**src/rtl/tapcal_pkg.sv**
```systemverilog
package tapcal_pkg;

  // Strobes from the control FSM to the tap datapath.
  typedef struct packed {
    logic load;     // take startTap as current and origin
    logic back;     // return current tap to origin
    logic inc;      // current tap + 1
    logic dec;      // current tap - 1
    logic upPass;   // upper edge = current tap
    logic upFail;   // upper edge = current tap - 1
    logic loPass;   // lower edge = current tap
    logic loFail;   // lower edge = current tap + 1
    logic commit;   // drive midpoint onto the lanes
  } tapCmd_t;

  typedef enum logic [1:0] {
    ST_IDLE  = 2'd0,
    ST_REQ   = 2'd1,
    ST_WAIT  = 2'd2,
    ST_FINAL = 2'd3
  } calState_t;

endpackage

```
**src/rtl/tapcal_pattern.sv**
```systemverilog
module tapcal_pattern #(
  parameter int GRP_W  = 8,
  parameter int DATA_W = 32,
  localparam int SEL_W  = $clog2(GRP_W / 2),
  localparam int ADDR_W = GRP_W + SEL_W,
  localparam int HALF_W = DATA_W / 2
) (
  input  logic [ADDR_W-1:0] wordAddr,
  output logic [DATA_W-1:0] wordData
);

  logic [GRP_W-1:0] grpIdx;
  logic [SEL_W-1:0] wordSel;
  logic             hiSet;
  logic             loSet;

  always_comb begin
    grpIdx   = wordAddr[ADDR_W-1:SEL_W];
    wordSel  = wordAddr[SEL_W-1:0];
    hiSet    = grpIdx[{wordSel, 1'b1}];
    loSet    = grpIdx[{wordSel, 1'b0}];
    wordData = {{HALF_W{hiSet}}, {HALF_W{loSet}}};
  end

endmodule

```
**src/rtl/tapcal_datapath.sv**
```systemverilog
module tapcal_datapath
  import tapcal_pkg::*;
#(
  parameter int TAP_W     = 6,
  parameter int TAP_LIMIT = 32
) (
  input  logic             clk,
  input  logic             rstN,
  input  tapCmd_t          cmd,
  input  logic [TAP_W-1:0] startTap,
  output logic [TAP_W-1:0] tap0,
  output logic [TAP_W-1:0] tap1,
  output logic             atLimit,
  output logic             atZero
);

  localparam logic [TAP_W:0] LIMIT_X = (TAP_W + 1)'(TAP_LIMIT);

  logic [TAP_W-1:0] curTap, originTap, upperEdge, lowerEdge;
  logic [TAP_W-1:0] tap0Q, tap1Q, nextTap;
  logic [TAP_W:0]   edgeSum;
  logic [TAP_W-1:0] midTap;
  logic             moveTap;

  always_comb begin
    moveTap = cmd.load | cmd.back | cmd.inc | cmd.dec;
    if (cmd.load)      nextTap = startTap;
    else if (cmd.back) nextTap = originTap;
    else if (cmd.inc)  nextTap = curTap + 1'b1;
    else if (cmd.dec)  nextTap = curTap - 1'b1;
    else               nextTap = curTap;
    edgeSum = {1'b0, upperEdge} + {1'b0, lowerEdge};
    midTap  = edgeSum[TAP_W:1];
  end

  always_ff @(posedge clk or negedge rstN) begin
    if (!rstN) begin
      curTap    <= '0;
      originTap <= '0;
      upperEdge <= '0;
      lowerEdge <= '0;
      tap0Q     <= '0;
      tap1Q     <= '0;
    end else begin
      curTap <= nextTap;
      if (cmd.load)   originTap <= startTap;
      if (cmd.upPass) upperEdge <= curTap;
      if (cmd.upFail) upperEdge <= curTap - 1'b1;
      if (cmd.loPass) lowerEdge <= curTap;
      if (cmd.loFail) lowerEdge <= curTap + 1'b1;
      if (cmd.commit) begin
        tap0Q <= midTap;
        tap1Q <= midTap + 1'b1;
      end else if (moveTap) begin
        tap0Q <= nextTap;
        tap1Q <= nextTap;
      end
    end
  end

  assign tap0    = tap0Q;
  assign tap1    = tap1Q;
  assign atLimit = {1'b0, curTap} >= LIMIT_X;
  assign atZero  = (curTap == '0);

endmodule

```
**src/rtl/tapcal_control.sv**
```systemverilog
module tapcal_control
  import tapcal_pkg::*;
(
  input  logic    clk,
  input  logic    rstN,
  input  logic    start,
  input  logic    chkDone,
  input  logic    chkPass,
  input  logic    atLimit,
  input  logic    atZero,
  output tapCmd_t cmd,
  output logic    chkReq,
  output logic    busy,
  output logic    done
);

  calState_t state, stateNxt;
  logic goingUp, secondPass, doneQ;
  logic settle;   // current setting is decided this cycle

  always_comb begin
    cmd      = '0;
    stateNxt = state;
    settle   = 1'b0;
    unique case (state)
      ST_IDLE: if (start) begin
        cmd.load = 1'b1;
        stateNxt = ST_REQ;
      end
      ST_REQ: stateNxt = ST_WAIT;
      ST_WAIT: if (chkDone) begin
        if (!chkPass || secondPass) begin
          settle = 1'b1;
          if (goingUp) begin
            stateNxt = ST_REQ;
            if (!chkPass) begin
              cmd.upFail = 1'b1;
              cmd.back   = 1'b1;
            end else if (atLimit) begin
              cmd.upPass = 1'b1;
              cmd.back   = 1'b1;
            end else begin
              cmd.inc = 1'b1;
            end
          end else begin
            if (!chkPass) begin
              cmd.loFail = 1'b1;
              stateNxt   = ST_FINAL;
            end else if (atZero) begin
              cmd.loPass = 1'b1;
              stateNxt   = ST_FINAL;
            end else begin
              cmd.dec  = 1'b1;
              stateNxt = ST_REQ;
            end
          end
        end else begin
          stateNxt = ST_REQ;
        end
      end
      ST_FINAL: begin
        cmd.commit = 1'b1;
        stateNxt   = ST_IDLE;
      end
      default: stateNxt = ST_IDLE;
    endcase
  end

  always_ff @(posedge clk or negedge rstN) begin
    if (!rstN) begin
      state      <= ST_IDLE;
      goingUp    <= 1'b1;
      secondPass <= 1'b0;
      doneQ      <= 1'b0;
    end else begin
      state <= stateNxt;
      if (cmd.load) begin
        goingUp    <= 1'b1;
        secondPass <= 1'b0;
        doneQ      <= 1'b0;
      end
      if (state == ST_WAIT && chkDone) begin
        secondPass <= !settle;
        if (cmd.back) goingUp <= 1'b0;
      end
      if (cmd.commit) doneQ <= 1'b1;
    end
  end

  assign chkReq = (state == ST_REQ);
  assign busy   = (state != ST_IDLE);
  assign done   = doneQ;

endmodule

```
**src/rtl/tapcal_top.sv**
```systemverilog
module tapcal_top
  import tapcal_pkg::*;
#(
  parameter int TAP_W     = 6,
  parameter int TAP_LIMIT = 32,
  parameter int GRP_W     = 8,
  parameter int DATA_W    = 32,
  localparam int ADDR_W   = GRP_W + $clog2(GRP_W / 2)
) (
  input  logic              clk,
  input  logic              rstN,
  input  logic              start,
  input  logic [TAP_W-1:0]  startTap,
  output logic              done,
  output logic [TAP_W-1:0]  tap0,
  output logic [TAP_W-1:0]  tap1,
  output logic              chkReq,
  input  logic              chkDone,
  input  logic              chkPass,
  input  logic [ADDR_W-1:0] patAddr,
  output logic [DATA_W-1:0] patWord
);

  tapCmd_t tapCmd;
  logic    atLimit, atZero, busy;

  tapcal_control u_ctrl (
    .clk     (clk),
    .rstN    (rstN),
    .start   (start),
    .chkDone (chkDone),
    .chkPass (chkPass),
    .atLimit (atLimit),
    .atZero  (atZero),
    .cmd     (tapCmd),
    .chkReq  (chkReq),
    .busy    (busy),
    .done    (done)
  );

  tapcal_datapath #(.TAP_W(TAP_W), .TAP_LIMIT(TAP_LIMIT)) u_dp (
    .clk      (clk),
    .rstN     (rstN),
    .cmd      (tapCmd),
    .startTap (startTap),
    .tap0     (tap0),
    .tap1     (tap1),
    .atLimit  (atLimit),
    .atZero   (atZero)
  );

  tapcal_pattern #(.GRP_W(GRP_W), .DATA_W(DATA_W)) u_pat (
    .wordAddr (patAddr),
    .wordData (patWord)
  );

endmodule

```
**config.mk**
```make
export PLATFORM = sky130hd
export DESIGN_NAME = tapcal_top
export DESIGN_NICKNAME = d
export VERILOG_FILES = /design/src/rtl/tapcal_pkg.sv /design/src/rtl/tapcal_pattern.sv /design/src/rtl/tapcal_datapath.sv /design/src/rtl/tapcal_control.sv /design/src/rtl/tapcal_top.sv
export SDC_FILE = /design/constraint.sdc
export NUM_CORES = 1
export LEC_CHECK = 0
export ABC_CLOCK_PERIOD_IN_PS = 2500
export BUFFER_PORTS_ARGS = -buffer_cell sky130_fd_sc_hd__buf_2
export CORE_AREA = 2 2 88 69
export CTS_CLUSTER_DIAMETER = 30
export DETAILED_ROUTE_END_ITERATION = 16
export DIE_AREA = 0 0 90 71
export PLACE_DENSITY_LB_ADDON = 0.08
export REMOVE_ABC_BUFFERS = 1
export SYNTH_ARGS = -nofsm -noshare
export SYNTH_HDL_FRONTEND = slang
export SYNTH_SLANG_ARGS = --single-unit
export TNS_END_PERCENT = 10
```
**constraint.sdc**
```tcl
create_clock -name clk -period 2.5 [get_ports clk]
set_input_delay 0.375 -clock clk [delete_from_list [all_inputs] [get_ports clk]]
set_output_delay 0.375 -clock clk [all_outputs]
set_load 0.02 [all_outputs]
```
==> out/metrics.csv, run 1 <==
stage,metric,value,unit
global_route,grt_util_all_layers,0.238,
global_route,antenna_found_initial,0,
critical_path,start_kind,flip-flop,
job,cap_violations,0,
logic_synthesis,synth_cell_types,63,
sta,fin_crit_sh,0.880,
critical_path,crit_fanout,4,
sta,worst-slew-pin-transition,921,ps
logic_synthesis,synth.area.top_cells,"dfrtp_1 (35%), buf_4 (8.3%), nand2_1 (5.3%), o21ai_0 (4.5%), ha_1 (3.9%)",
final_layout,insertedDiodeCount,0,
critical_path,arrival,2410,ps
clock_tree,clk_latency,300,ps
clock_tree,cts_buffers,5,
logic_synthesis,synthMuxAreaShare,0.0299,
sta,relSlewSlack,0.386,
placed_design,hpwl,5470,um
logic_synthesis,synth_fa_ha_area_frac,0.0460,
logic_synthesis,syn_area,2890,sq um
logic_synthesis,synth_top_family_by_area,simple AND/OR/NAND/NOR gates,
critical_path,regToRegEndpoint,u_dp.tap1[4],
sta,worst_clock_skew,6.63,ps
sta,timing.fmax,454,MHz
clock_tree,cts.repair.resized,0,
routing,drc_errors,0,
routing,vias,2487,
final_layout,nets,401,
sta,final_hold_viol_count,0,
final_layout,nFillCells,534,
logic_synthesis,synth-xor-area-share,0.0395,
critical_path,critPathCaptureType,flip-flop,
placed_design,gp_congestion,0.934,
logic_synthesis,avgSynthCellArea,8.66,sq um
global_route,grt_overflow_total,0,
sta,timing.final.crit_period,2200,ps
logic_synthesis,async_reset_ff_frac,1.00,
final_layout,drive_gt1_frac,0.264,
critical_path,critical_path_class,flip-flop to flip-flop,
global_route,grt_pass1_vias,2372,
logic_synthesis,ys_ff_latch,41,
logic_synthesis,synth_edf_count,0,
logic_synthesis,synth_warnings,0,
clock_tree,post_cts_buffers,0,
logic_synthesis,seq_area_frac_synth,0.356,
routing,wl_per_cell,16.0,um
status,status,completed,
floorplan,die_y,71,um
critical_path,critPathRequiredTime,2710,ps
clock_tree,clockBufferDepth,2,
clock_tree,cts_root_buf,clkbuf_8,
logic_synthesis,yosysTopAreaCell,dfrtp_1,
sta,maxSlewViolCount,0,
logic_synthesis,yosysTopAreaCellShare,0.347,
final_layout,postLayoutCoreUtil,0.568,
clock_tree,cts_tree,built,
floorplan,die_w,90,um
critical_path,r2r_slack,300,ps
routing,drt_iter0_drc,172,
pwr,ir_drop,0.525,mV
floorplan,core_area,5590,sq um
clock_tree,htree_levels,2,
routing,avgViaCountPerCell,5.54,
sta,final-setup-viol-count,0,
floorplan,ios,67,
pwr,leakage,0.00148,uW
logic_synthesis,synthSimpleGateAreaFrac,0.217,
routing,first_pass_iters,4,
sta,final.setup.tns,0,ps
clock_tree,cts_num_sinks,41,
clock_tree,clkTransAtPathRegs,80,ps
global_route,grt_pass1_wl,11900,um
clock_tree,postCtsHoldBufs,0,
critical_path,reg2regPathDepth,7,
floorplan,dieArea,6390,sq um
pwr,total_power,4150,uW
global_route,grt_max_degree,42,
pwr,powerDensity,1310,nW/um^2
logic_synthesis,synth_cells,333,
floorplan,initial_core_util,0.517,
routing,final_antenna_net_count,0,
final_layout,syn2layout_area_growth,9.97,%
sta,rsz0062_at_grt,false,
floorplan,row_count,24,
routing,routed_wl,7170,um
logic_synthesis,synth_compound_area_frac,0.190,
min_path,hp-class,input pin to asynchronous set/reset pin,
critical_path,r2r-start,u_dp.curTap[0],
placed_design,io_buffers,66,
logic_synthesis,synth_top_flop_cell,dfrtp_1,
==> through the flow <==
stage,setup WS (ps),instance area [sq um],instances,hold WS (ps)
final,299,3170,449,213
after global routing,110,3170,449,281
after detailed placement,319,3090,441,467
after CTS,306,3170,449,245
after floorplan,331,2570,285,79.4
after global placement,364,3090,441,457
==> kinds of logic (layout without fill, tap and decap cells) <==
logic type	after synthesis	in the layout
AND/OR/NAND/NOR	123	123
adder cells (fa/ha/maj)	10	10
AO/OA/AOI/OAI	83	83
multiplexers	6	6
buffers and inverters	57	95
flip-flops	41	41
XOR/XNOR	13	13
==> report_power, final <==
group	switching, uW	internal [uW]
sequential	264	982
clock	242	193
combinational	1450	1020
total	1960	2190
==> critical path: stages (launching register included) <==
cell,delay [ps]
dfrtp_1,400
inv_1,110
ha_1,240
or3b_2,500
o31a_1,300
o2111ai_1,210
nand3_1,150
a22oi_1,210
==> final cells by class <==
class	count	area (sq um)	area share
clock buffer	5	68.8	0.0217
clock inverter	3	17.5	0.00552
inverter	9	33.8	0.0106
multi-input combinational	235	1510	0.475
sequential	41	1030	0.324
tap	78	97.6	0.0308
timing repair buffer	78	420	0.132
==> placed cells by master (no fill, tap or decap), types with 3 or more instances in the layout <==
master     n
mux2i_1    3
o21ai_1    3
inv_1      9
nand3b_1   4
buf_4     12
nor2_1    25
a22oi_1    3
o21ai_0   26
nand2b_1   6
and2_0     3
nor3_1     6
xor2_1     4
dfrtp_1   40
nand2_1   41
o31ai_1    3
xnor2_1    9
a211oi_1   3
ha_1       9
a21oi_1   12
nand3_1   11
a21boi_0   3
buf_2     66
nor2b_1    6
o22ai_1    6
clkbuf_8   5
==> state kept, by name, summed over array words and instances (netlist names) <==
name               cells
u_dp.tap0              6
u_dp.lowerEdge         6
u_dp.curTap            6
u_ctrl.goingUp         1
u_ctrl.done            1
u_ctrl.secondPass      1
u_dp.tap1              6
u_dp.upperEdge         6
u_dp.originTap         6
u_ctrl.state           2
==> worst max path at each step <==
stage | end | from | cells after the start | slack (ps)
2_1_floorplan | patWord[0] | patAddr[0] | 1 | 330
3_3_place_gp | u_dp.tap0[4] | u_dp.curTap[0] | 8 | 360
3_5_place_dp | u_dp.tap1[4] | u_dp.curTap[0] | 7 | 320
4_1_cts | u_dp.tap1[4] | u_dp.curTap[0] | 7 | 310
5_1_grt | u_dp.tap1[4] | u_dp.curTap[0] | 8 | 110
6_report | u_dp.tap1[4] | u_dp.curTap[0] | 7 | 300
==> cells in the mapped netlist (all sizes together), types with 3 or more instances <==
| master | instances |
|---|---|
| xnor2 | 9 |
| nand3b | 4 |
| nand2 | 41 |
| o31ai | 4 |
| buf | 35 |
| inv | 9 |
| clkbuf | 13 |
| a21oi | 12 |
| nand2b | 6 |
| and2 | 5 |
| a21boi | 3 |
| o21ai | 29 |
| nand3 | 11 |
| dfrtp | 40 |
| o22ai | 6 |
| a22oi | 3 |
| nor2 | 25 |
| nor3 | 7 |
| mux2i | 3 |
| nor2b | 6 |
| ha | 9 |
| xor2 | 4 |
| a211oi | 3 |
==> routing by layer <==
metal | vias to the layer above | track usage | wire length [um]
li1 | 1224 | - | -
met1 | 1193 | 0.358 | 3570
met2 | 66 | 0.348 | 3160
met3 | 4 | 0.0532 | 383
met4 | 0 | 0.0615 | 57
met5 | - | 0 | 0
(Power assumes the default switching activity.)
==> inputs of run 2 (changes only) <==
--- a/config.mk
+++ b/config.mk
@@ -7,6 +7,7 @@
 export LEC_CHECK = 0
 export ABC_CLOCK_PERIOD_IN_PS = 2500
 export BUFFER_PORTS_ARGS = -buffer_cell sky130_fd_sc_hd__buf_2
+export CAP_MARGIN = 5
 export CORE_AREA = 2 2 88 69
 export CTS_CLUSTER_DIAMETER = 30
 export DETAILED_ROUTE_END_ITERATION = 16
==> constraint.sdc (replaced) <==
create_clock -name clk -period 2.5 [get_ports clk]
set_input_delay 0.5 -clock clk [delete_from_list [all_inputs] [get_ports clk]]
set_output_delay 0.5 -clock clk [all_outputs]
set_load 0.02 [all_outputs]
==> out/metrics.csv, run 2 (synthesis results as in run 1) <==
stage,metric,value,unit,change
status,status,completed,,
final_layout,mostFrequentLayoutCells,"buf_2 (66), nand2_1 (41), dfrtp_1 (40)",,
floorplan,die_w,90,um,unchanged
critical_path,critPathRequiredTime,2670,ps,-40 ps
global_route,grt_pass1_wl,12400,um,+3.9%
final_layout,nFillCells,547,,+2.4%
clock_tree,cts_num_sinks,41,,unchanged
routing,avgViaCountPerCell,5.45,,-1.6%
clock_tree,clk_latency,300,ps,about the same
clock_tree,post_cts_buffers,0,,unchanged
critical_path,r2r-start,u_dp.curTap[2],,
pwr,ir_drop,0.587,mV,+12%
critical_path,crit_slowest_cell,or3_1,,
global_route,grt_util_all_layers,0.243,,+0.00486
sta,final.setup.tns,0,ps,unchanged
global_route,antenna_found_initial,0,,unchanged
critical_path,start_kind,flip-flop,,
routing,drc_errors,0,,unchanged
critical_path,reg2regPathDepth,5,,-2
global_route,grt_max_degree,26,,-38%
sta,final_hold_viol_count,0,,unchanged
final_layout,final_common_cell,buf_2,,
pwr,powerDensity,1310,nW/um^2,+0.35%
sta,timing.final.crit_period,2190,ps,-7.58 ps
final_layout,drive_gt1_frac,0.268,,+0.00395
global_route,grt_overflow_total,0,,unchanged
critical_path,critical_path_class,flip-flop to flip-flop,,
critical_path,regToRegEndpoint,u_dp.tap1[2],,
floorplan,initial_core_util,0.517,,unchanged
floorplan,die_y,71,um,unchanged
final_layout,syn2layout_area_growth,10.5,%,
sta,final-setup-viol-count,0,,unchanged
global_route,grt_pass1_vias,2353,,-0.80%
floorplan,dieArea,6390,sq um,unchanged
critical_path,crit_fanout,10,,+6
critical_path,worstPathCellList,or3_1 -> o211ai_1 -> nand3_1 -> o21ai_0 -> o22ai_1,,
sta,worst-slew-pin-transition,792,ps,-129 ps
final_layout,nets,403,,+0.50%
clock_tree,cts_tree,built,,
floorplan,core_area,5590,sq um,unchanged
critical_path,max_stage_delay,510,ps,about the same
routing,vias,2458,,-1.2%
placed_design,place_ws,224,ps,-94.8 ps
clock_tree,cts.repair.resized,0,,unchanged
critical_path,arrival,2360,ps,-50 ps
clock_tree,cts_root_buf,clkbuf_8,,
placed_design,hpwl,5740,um,+5.0%
sta,relSlewSlack,0.472,,+0.0859
sta,timing.fmax,456,MHz,+0.35%
placed_design,gp_congestion,0.882,,-5.6%
sta,maxSlewViolCount,0,,unchanged
floorplan,row_count,24,,unchanged
clock_tree,postCtsHoldBufs,0,,unchanged
clock_tree,clkTransAtPathRegs,90,ps,about the same
pwr,leakage,0.00149,uW,+0.66%
sta,worst_clock_skew,10.4,ps,+3.80 ps
job,cap_violations,0,,unchanged
placed_design,io_buffers,66,,unchanged
sta,fin_crit_sh,0.877,,-0.00303
critical_path,critPathCaptureType,flip-flop,,
clock_tree,clockBufferDepth,2,,unchanged
sta,timing.hold.ws,140,ps,-73.3 ps
routing,final_antenna_net_count,0,,unchanged
final_layout,insertedDiodeCount,0,,unchanged
floorplan,ios,67,,unchanged
sta,layout_setup_ws,307,ps,+7.58 ps
routing,drt_iter0_drc,203,,+18%
min_path,hp-class,input pin to asynchronous set/reset pin,,
routing,first_pass_iters,4,,unchanged
clock_tree,htree_levels,2,,unchanged
sta,rsz0062_at_grt,false,,
critical_path,r2r_slack,310,ps,about the same
routing,routed_wl,7330,um,+2.1%
routing,wl_per_cell,16.2,um,+1.7%
clock_tree,cts_buffers,5,,unchanged
-- run 2: cell count changes in the layout (fill, tap and decap cells not counted), sizes merged --
| cell | previous run | this run |
|---|---|---|
| buf | 78 | 80 |
-- run 2: area by class of cell --
cell class,count,area [sq um],share of cell area
repair buffers,80,435,0.137
inverters,9,33.8,0.0106
well taps,78,97.6,0.0306
clock inverters,3,17.5,0.00549
multi-input cells,235,1510,0.473
clock buffers,5,68.8,0.0216
flip-flops and latches,41,1030,0.322
-- run 2: how the worst max path moves through the flow --
stage / cells after the start / slack [ps] / from / end
2_1_floorplan: 1 / 80 / patAddr[0] / patWord[0]
3_3_place_gp: 7 / 280 / chkPass / u_dp.tap0[5]
3_5_place_dp: 7 / 220 / chkPass / u_dp.tap0[5]
4_1_cts: 7 / 310 / u_ctrl.state[0] / u_dp.tap0[5]
5_1_grt: 6 / 80 / u_ctrl.state[0] / u_dp.tap1[2]
6_report: 5 / 310 / u_dp.curTap[2] / u_dp.tap1[2]
-- run 2: per-stage QoR --
stage / instances / utilization / power (uW) / instance area, sq um
floorplan: 285 / - / 2870 / 2570
global placement: 443 / 0.555 / 3740 / 3100
detailed placement: 443 / 0.555 / 3750 / 3100
CTS: 451 / 0.571 / 4190 / 3190
global route: 451 / 0.571 / 4550 / 3190
finish: 451 / 0.571 / 4180 / 3190
-- run 2: critical path, delay by kind of cell (launching register included) --
kind / cells / cell delay, ps
AOI/OAI and AO/OA: 3 / 770
DFF: 1 / 380
and+or+nand+nor: 2 / 920
-- run 2: report_power, final --
part	switching (uW)	total (uW)	internal [uW]
Clock	239	432	193
Combinational	1490	2520	1030
Sequential	247	1230	982
Total	1970	4180	2210
-- run 2: per-layer routing --
metal / global-route usage / up-vias / part of all wire
met5: 0 / - / 0
li1: - / 1225 / -
met2: 0.373 / 65 / 0.44
met4: 0.0667 / 0 / 0.015
met1: 0.362 / 1162 / 0.50
met3: 0.0351 / 6 / 0.052
